<file path="src/rtl/rpt_pkg.sv">
package rpt_pkg;
  typedef enum logic [1:0] {
    TERM_NONE   = 2'd0,
    TERM_NORMAL = 2'd1,
    TERM_JUMP   = 2'd2,
    TERM_INTR   = 2'd3
  } term_e;

  typedef enum logic [1:0] {
    ST_IDLE  = 2'd0,
    ST_BOUND = 2'd1,
    ST_WAIT  = 2'd2
  } st_e;
endpackage

</file>
<file path="src/rtl/rpt_count.sv">
module rpt_count #(
  parameter int KW = 18
) (
  input  logic            clk_i,
  input  logic            rst_ni,
  input  logic            load_i,
  input  logic [2*KW-1:0] word_i,
  input  logic            dec_i,
  output logic [2*KW-1:0] word_o,
  output logic            zero_o
);
  localparam int WW = 2 * KW;

  logic [WW-1:0] word_q;

  always_ff @(posedge clk_i or negedge rst_ni) begin
    if (!rst_ni) begin
      word_q <= '0;
    end else if (load_i) begin
      word_q <= word_i;
    end else if (dec_i) begin
      word_q[KW-1:0] <= word_q[KW-1:0] - KW'(1);
    end
  end

  assign word_o = word_q;
  assign zero_o = (word_q[KW-1:0] == '0);


  no_wrap_chk: assert property (@(posedge clk_i) disable iff (!rst_ni)
    dec_i |-> !zero_o);


  park_half_chk: assert property (@(posedge clk_i) disable iff (!rst_ni)
    !load_i |=> $stable(word_q[WW-1:KW]));
endmodule

</file>
<file path="src/rtl/rpt_addr.sv">
module rpt_addr #(
  parameter int AW = 18
) (
  input  logic          clk_i,
  input  logic          rst_ni,
  input  logic          load_i,
  input  logic [AW-1:0] setup_i,
  input  logic [AW-1:0] next_i,
  input  logic          fin_normal_i,
  input  logic          fin_jump_i,
  input  logic [AW-1:0] jump_addr_i,
  output logic [AW-1:0] p_o,
  output logic [AW-1:0] t_o
);
  logic [AW-1:0] p_q, t_q;

  always_ff @(posedge clk_i or negedge rst_ni) begin
    if (!rst_ni) begin
      p_q <= '0;
      t_q <= '0;
    end else begin
      if (load_i) begin
        p_q <= setup_i;
        t_q <= next_i;
      end else if (fin_normal_i) begin
        p_q <= t_q;
      end else if (fin_jump_i) begin
        p_q <= jump_addr_i;
      end
    end
  end

  assign p_o = p_q;
  assign t_o = t_q;


  t_hold_chk: assert property (@(posedge clk_i) disable iff (!rst_ni)
    !load_i |=> $stable(t_q));
endmodule

</file>
<file path="src/rtl/rpt_ctrl.sv">
module rpt_ctrl
  import rpt_pkg::*;
(
  input  logic       clk_i,
  input  logic       rst_ni,
  input  logic       start_i,
  input  logic       zero_i,
  input  logic       intr_i,
  input  logic       iter_done_i,
  input  logic       jump_i,
  output logic       load_o,
  output logic       dec_o,
  output logic       exec_o,
  output logic       fin_normal_o,
  output logic       fin_jump_o,
  output logic       busy_o,
  output logic       done_o,
  output logic [1:0] term_o
);
  st_e   st_q, st_d;
  term_e term_q;
  logic  done_q;
  logic  at_bound, fin_intr;

  assign at_bound     = (st_q == ST_BOUND);
  assign load_o       = (st_q == ST_IDLE) && start_i;
  assign fin_normal_o = at_bound && zero_i;            // count wins over interrupt
  assign fin_intr     = at_bound && !zero_i && intr_i;
  assign exec_o       = at_bound && !zero_i && !intr_i;
  assign dec_o        = (st_q == ST_WAIT) && iter_done_i;
  assign fin_jump_o   = dec_o && jump_i;

  always_comb begin
    st_d = st_q;
    unique case (st_q)
      ST_IDLE:  if (start_i) st_d = ST_BOUND;
      ST_BOUND: st_d = exec_o ? ST_WAIT : ST_IDLE;
      ST_WAIT:  if (dec_o) st_d = jump_i ? ST_IDLE : ST_BOUND;
      default:  st_d = ST_IDLE;
    endcase
  end

  always_ff @(posedge clk_i or negedge rst_ni) begin
    if (!rst_ni) begin
      st_q   <= ST_IDLE;
      term_q <= TERM_NONE;
      done_q <= 1'b0;
    end else begin
      st_q   <= st_d;
      done_q <= fin_normal_o | fin_intr | fin_jump_o;
      if (load_o)            term_q <= TERM_NONE;
      else if (fin_normal_o) term_q <= TERM_NORMAL;
      else if (fin_intr)     term_q <= TERM_INTR;
      else if (fin_jump_o)   term_q <= TERM_JUMP;
    end
  end

  assign busy_o = (st_q != ST_IDLE);
  assign done_o = done_q;
  assign term_o = term_q;


  exec_once_chk: assert property (@(posedge clk_i) disable iff (!rst_ni)
    exec_o |=> !exec_o);


  done_pulse_chk: assert property (@(posedge clk_i) disable iff (!rst_ni)
    done_o |=> !done_o);


  done_idle_chk: assert property (@(posedge clk_i) disable iff (!rst_ni)
    done_o |-> !busy_o && term_o != TERM_NONE);
endmodule

</file>
<file path="src/rtl/rpt_sequencer.sv">
module rpt_sequencer
  import rpt_pkg::*;
#(
  parameter int AW = 18,
  parameter int KW = 18
) (
  input  logic            clk_i,
  input  logic            rst_ni,
  input  logic            start_i,
  input  logic [AW-1:0]   setup_addr_i,
  input  logic [AW-1:0]   next_addr_i,
  input  logic [2*KW-1:0] rc_word_i,
  output logic            exec_o,
  input  logic            iter_done_i,
  input  logic            jump_i,
  input  logic [AW-1:0]   jump_addr_i,
  input  logic            intr_i,
  output logic            busy_o,
  output logic            done_o,
  output logic [1:0]      term_o,
  output logic [AW-1:0]   p_o,
  output logic [AW-1:0]   t_o,
  output logic [2*KW-1:0] rc_word_o
);
  logic load, dec, zero, fin_normal, fin_jump;

  rpt_ctrl u_ctrl (
    .clk_i        (clk_i),
    .rst_ni       (rst_ni),
    .start_i      (start_i),
    .zero_i       (zero),
    .intr_i       (intr_i),
    .iter_done_i  (iter_done_i),
    .jump_i       (jump_i),
    .load_o       (load),
    .dec_o        (dec),
    .exec_o       (exec_o),
    .fin_normal_o (fin_normal),
    .fin_jump_o   (fin_jump),
    .busy_o       (busy_o),
    .done_o       (done_o),
    .term_o       (term_o)
  );

  rpt_count #(.KW(KW)) u_count (
    .clk_i  (clk_i),
    .rst_ni (rst_ni),
    .load_i (load),
    .word_i (rc_word_i),
    .dec_i  (dec),
    .word_o (rc_word_o),
    .zero_o (zero)
  );

  rpt_addr #(.AW(AW)) u_addr (
    .clk_i        (clk_i),
    .rst_ni       (rst_ni),
    .load_i       (load),
    .setup_i      (setup_addr_i),
    .next_i       (next_addr_i),
    .fin_normal_i (fin_normal),
    .fin_jump_i   (fin_jump),
    .jump_addr_i  (jump_addr_i),
    .p_o          (p_o),
    .t_o          (t_o)
  );


  exec_nonzero_chk: assert property (@(posedge clk_i) disable iff (!rst_ni)
    exec_o |-> rc_word_o[KW-1:0] != '0);


  normal_zero_chk: assert property (@(posedge clk_i) disable iff (!rst_ni)
    done_o && term_o == TERM_NORMAL |-> rc_word_o[KW-1:0] == '0);


  normal_p_chk: assert property (@(posedge clk_i) disable iff (!rst_ni)
    done_o && term_o == TERM_NORMAL |-> p_o == t_o);
endmodule

</file>
<file path="config.mk">
export PLATFORM = sky130hd
export DESIGN_NAME = rpt_sequencer
export DESIGN_NICKNAME = d
export VERILOG_FILES = /design/src/rtl/rpt_pkg.sv /design/src/rtl/rpt_count.sv /design/src/rtl/rpt_addr.sv /design/src/rtl/rpt_ctrl.sv /design/src/rtl/rpt_sequencer.sv
export SDC_FILE = /design/constraint.sdc
export NUM_CORES = 1
export LEC_CHECK = 0
export BUFFER_PORTS_ARGS = -buffer_cell sky130_fd_sc_hd__buf_2
export CORE_ASPECT_RATIO = 1.1
export CORE_UTILIZATION = 35
export CTS_BUF_LIST = sky130_fd_sc_hd__clkbuf_4 sky130_fd_sc_hd__clkbuf_8
export DETAILED_ROUTE_END_ITERATION = 8
export PLACE_DENSITY = 0.68
export REMOVE_ABC_BUFFERS = 1
export SLEW_MARGIN = 40
export SYNTH_ARGS = -nofsm -noshare
export SYNTH_HDL_FRONTEND = slang
export SYNTH_SLANG_ARGS = --single-unit
export TNS_END_PERCENT = 20
</file>
<file path="constraint.sdc">
create_clock -name clk_i -period 5.13 [get_ports clk_i]
set_input_delay 0.2565 -clock clk_i [delete_from_list [all_inputs] [get_ports clk_i]]
set_output_delay 0.2565 -clock clk_i [all_outputs]
set_load 0.03 [all_outputs]
</file>
-- Word-level counts from Yosys, hierarchy flattened
Index checks and enable logic that the tools add are counted.
Widths: inputs -> output; s select.
- register bits after elaboration: 77
- input bits: 96
- output and inout bits: 77
- logic and storage cells: 44
- add/sub/neg operators: 1
- equality and inequality tests: 4
- mux-type cells: 14
- bitwise gates (word level): 2
- reduce and logical (&&, ||, !) cells: 16
- operators by type and width (cell ; number):
    $mux 18 ; 5
    $logic_not 18->1 ; 1
    $sub 18x1->18 const B ; 1
    $mux 2 ; 7
    $logic_and 1x1->1 ; 7
    $pmux 2 s3 ; 1
    $reduce_bool 2->1 ; 2
    $reduce_bool 4->1 ; 1
    $reduce_bool 3->1 ; 1
    $eq 2x1->1 const B ; 1
    $eq 2x2->1 const B ; 1
    $logic_not 1->1 ; 2
    $logic_not 2->1 ; 1
    $ne 2x1->1 const B ; 1
    $ne 2x2->1 const B ; 1
    $or 1x1->1 ; 2
    $reduce_and 2->1 ; 1
    $mux 1 ; 1

-- Depth between registers and ports, before layout
- depth in word-level cells: 7
- gate-level depth with buffers: 7
- mapped depth without buffers: 6

-- Hierarchy
From an unflattened synthesis, not the netlist that was laid out.
- cell total of the unflattened synthesis: 322
- area total of the unflattened synthesis: 3711.1 um^2
- modules (own cells, without submodules) (module ; instances ; cells an instance ; area each (um^2) ; sequential area each (um^2)):
    rpt_count ; 1 ; 155 ; 1769.2 ; 900.9
    rpt_addr ; 1 ; 140 ; 1684.1 ; 900.9
    rpt_ctrl ; 1 ; 27 ; 257.7 ; 125.1

-- Worst setup path before layout
No wires, ideal clock.
- kind: register to output
- start: register u_count.word_q[0], in the netlist u_count.word_o[0]
- end: output port exec_o
- arrival time: 1.784 ns
- required time: 4.873 ns
- slack: 3.089 ns
- cell stages (with the launch flop): 7
- buffers on the path: 0
- cells stage by stage: dfrtp_1 -> inv_1 -> ha_1 -> or4b_4 -> nand2b_4 -> o21bai_1 -> nor2_1
- word-level cells in the longest chain between the ends: 4
- RTL lines (what ; line ; RTL):
    start, declared ; rpt_count.sv:14 ; logic [WW-1:0] word_q;
    start signal, assigned ; rpt_count.sv:20 ; word_q <= word_i;
    start signal, assigned by index ; rpt_count.sv:22 ; word_q[KW-1:0] <= word_q[KW-1:0] - KW'(1);
    $logic_not 18->1 ; rpt_count.sv:27 ; assign zero_o = (word_q[KW-1:0] == '0);
    $logic_not 1->1 ; rpt_ctrl.sv:29 ; assign exec_o = at_bound && !zero_i && !intr_i;
    $logic_and 1x1->1 (2 in series) ; rpt_ctrl.sv:29 ;
    end, declared ; rpt_sequencer.sv:13 ; output logic exec_o,
Every way passes these cells.

-- Worst setup path after layout
Ends and elaborated chain as after synthesis.

==> insert_results.sql <==
INSERT INTO impl_metrics (metric_group, metric, value, unit) VALUES
('logic_synthesis', 'postSynthCellCount', '404', ''),
('logic_synthesis', 'synth_top_area_cell', 'sky130_fd_sc_hd__dfrtp_1', ''),
('global_routing', 'groute.usage.overall', '0.185', ''),
('clocking', 'worst_setup_hold_path_clk_slew', '80', 'ps'),
('drt', 'drc', '0', ''),
('sta', 'peak_clock_frequency_supported_by_timing', '0.399', 'GHz'),
('worst_setup_path', 'start_kind', 'flip-flop', ''),
('clocking', 'cts_hold_buf', '1', ''),
('sta', 'worst-slew-pin-transition', '740', 'ps'),
('worst_setup_path', 'worst_r2r_endpoint', 'u_addr.p_o[6]', ''),
('job', 'maxCapViolations', '0', ''),
('logic_synthesis', 'post-synth-top-count-cell', 'sky130_fd_sc_hd__nand2_1', ''),
('floorplanning', 'initial_utilization', '0.360', ''),
('sta', 'post-route-worst-setup-slack', '2620', 'ps'),
('clocking', 'cts_tree', 'built', ''),
('placement', 'io_buffers', '172', ''),
('final_layout', 'nNetsFinal', '663', ''),
('worst_setup_path', 'critPathKind', 'flip-flop to output pin', ''),
('floorplanning', 'floorplan.io_pins', '173', ''),
('logic_synthesis', 'synth_cell_types', '50', ''),
('logic_synthesis', 'synthesized_cell_area', '3760', 'um^2'),
('hold_path', 'hold_class', 'primary input to flip-flop', ''),
('sta', 'relative_slew_slack', '0.507', ''),
('sta', 'clock_skew', '14.8', 'ps'),
('global_routing', 'grt_start_max_net_pins', '78', ''),
('logic_synthesis', 'seq_area_frac_synth', '0.512', ''),
('logic_synthesis', 'synthesis.area_per_instance', '9.31', 'um^2'),
('logic_synthesis', 'yosys_warning_count', '0', ''),
('logic_synthesis', 'synthFlopType', 'sky130_fd_sc_hd__dfrtp_1', ''),
('clocking', 'clockRootBuffer', 'sky130_fd_sc_hd__clkbuf_8', ''),
('sta', 'hold_violations', '0', ''),
('pwr', 'power.leakage', '2.50', 'nW'),
('worst_setup_path', 'timing.critical_path.to_type', 'output pin', ''),
('worst_setup_path', 'critical_path.cell_chain', 'inv_1, ha_1, or4b_4, nand2b_4, o21bai_1, nor2_1, buf_2', ''),
('clocking', 'postCtsSetupRepairBufs', '0', ''),
('floorplanning', 'design.die.area', '11200', 'um^2'),
('drt', 'routed_via_density', '4.87', ''),
('worst_setup_path', 'critical_path_peak_fanout', '5', ''),
('logic_synthesis', 'proportion_of_synthesized_flip_flops_having_asynchronous_set_or_reset', '1.00', ''),
('clocking', 'cts_made_buffers', '9', ''),
('run_status', 'run_status', 'completed', ''),
('global_routing', 'remaining_overflow_grt', '0', ''),
('final_layout', 'final_layout_size_suffix_gt1_frac', '0.359', ''),
('logic_synthesis', 'post_synth_most_frequent_cells', '128 x sky130_fd_sc_hd__nand2_1, 77 x sky130_fd_sc_hd__dfrtp_1, 32 x sky130_fd_sc_hd__a21oi_1', ''),
('floorplanning', 'vertical_die_dimension', '111', 'um'),
('global_routing', 'grt_antenna_before_repair', '0', ''),
('clocking', 'clock_tree.htree_level_count', '3', ''),
('clocking', 'cts.path.max_buffers', '2', ''),
('final_layout', 'antenna_cell_count', '0', ''),
('worst_setup_path', 'crit_end', 'exec_o', ''),
('worst_setup_path', 'timing.reg2reg.setup_slack', '2890', 'ps'),
('global_routing', 'first_global_vias', '3492', ''),
('global_routing', 'global_route_wire_length_before_repair', '16500', 'um'),
('placement', 'globalplace.congestion', '0.773', ''),
('final_layout', 'growth_of_design_area_from_synthesis_to_finish', '31.9', '%'),
('clocking', 'clock_latency_late_sink', '340', 'ps'),
('floorplanning', 'rows', '39', ''),
('sta', 'grt_setup_unrepaired', 'false', ''),
('clocking', 'cts.sinks', '77', ''),
('drt', 'drt_pass1_iterations', '4', ''),
('worst_setup_path', 'cp_slowest_cell', 'sky130_fd_sc_hd__or4b_4', ''),
('sta', 'drv_slew', '0', ''),
('worst_setup_path', 'launch_point_of_the_worst_path', 'u_count.word_o[0]', ''),
('placement', 'hpwl', '6940', 'um'),
('placement', 'dp_slack', '2910', 'ps'),
('floorplanning', 'die_width', '101', 'um'),
('final_layout', 'core_utilization_of_the_finished_layout', '0.475', ''),
('floorplanning', 'design.core.area', '10400', 'um^2'),
('worst_setup_path', 'reg2reg_from', 'u_count.word_o[0]', ''),
('sta', 'finalHoldWorstSlack', '97.3', 'ps'),
('worst_setup_path', 'critical-path-max-stage-delay', '480', 'ps');
state kept, by name (all words and copies together), names as in the netlist:
signal,count
u_addr.p_o,18
u_addr.t_o,18
u_ctrl.term_o,2
u_ctrl.done_o,1
u_ctrl.st_q,2
u_count.word_o,36
cells in the final DEF (no fill, tap or decap), types with 3 or more instances in the layout:
cell type	netlist	layout
sky130_fd_sc_hd__o21ai_0	15	15
sky130_fd_sc_hd__xor2_1	9	9
sky130_fd_sc_hd__mux2i_1	19	19
sky130_fd_sc_hd__a21oi_1	32	32
sky130_fd_sc_hd__a22o_1	16	16
sky130_fd_sc_hd__nand4_1	4	4
sky130_fd_sc_hd__and2_1	3	3
sky130_fd_sc_hd__nor2b_1	3	3
sky130_fd_sc_hd__nand3_1	6	6
sky130_fd_sc_hd__nor3_1	5	5
sky130_fd_sc_hd__nand2_1	128	128
sky130_fd_sc_hd__inv_1	3	3
sky130_fd_sc_hd__nor2_1	12	11
sky130_fd_sc_hd__dfrtp_1	77	77
sky130_fd_sc_hd__a31oi_1	5	5
sky130_fd_sc_hd__nand3b_1	3	3
sky130_fd_sc_hd__buf_2	9	171
sky130_fd_sc_hd__clkbuf_8	0	12
layout make-up:
cell class | count | area (um^2)
clock inverter | 3 | 42.5
clock buffer | 13 | 173
tap | 143 | 179
sequential | 77 | 1930
fill | 1055 | 5480
inverter | 3 | 11.3
multi-input combinational | 299 | 1720
timing repair buffer | 176 | 912
how the worst min path moves through the flow:
stage / startpoint / endpoint / slack, ps / depth (start not counted)
after detailed placement: rst_ni / u_count.word_o[9] / 350 / 1
after global placement: rc_word_i[29] / u_count.word_o[29] / 450 / 3
after global routing: next_addr_i[3] / u_addr.t_o[3] / 80 / 3
final: next_addr_i[4] / u_addr.t_o[4] / 100 / 3
after CTS: next_addr_i[3] / u_addr.t_o[3] / 80 / 3
after floorplan: rst_ni / u_addr.p_o[0] / -40 / 0
report_power, final:
part	internal (mW)	switching, mW
Clock	0.270	0.218
Sequential	0.819	0.190
Combinational	0.372	0.805
Total	1.46	1.21
cells by family after synthesis:
family                   Yosys count  share of synthesized area
AO/OA/AOI/OAI                     81                      0.136
buffers and inverters             28                     0.0349
AND/OR/NAND/NOR                  187                      0.237
XOR/XNOR                          10                     0.0233
adder cells (fa/ha/maj)            1                    0.00333
multiplexers                      20                     0.0535
flip-flops                        77                      0.512
per-stage QoR:
| stage | power [mW] | cells |
|---|---|---|
| after global routing | 2.85 | 714 |
| after CTS | 2.71 | 714 |
| final | 2.68 | 714 |
| after floorplan | 1.80 | 379 |
| after detailed placement | 2.21 | 697 |
| after global placement | 2.17 | 696 |
critical path, delay by kind of cell, from the launching register on:
kind                       cells  cell delay, ps
AOI/OAI and AO/OA              1             240
adders and majority gates      1             180
buffers and inverters          2             270
DFF                            1             460
and+or+nand+nor                3             740
metal layers:
| layer | vias up | part of all wire | GRT usage |
|---|---|---|---|
| met5 | - | 0 | 0 |
| met4 | 0 | 0.012 | 0.0560 |
| met1 | 1650 | 0.43 | 0.235 |
| met2 | 104 | 0.49 | 0.306 |
| met3 | 9 | 0.064 | 0.0479 |
| li1 | 1714 | - | - |
(Power assumes the default switching activity.)
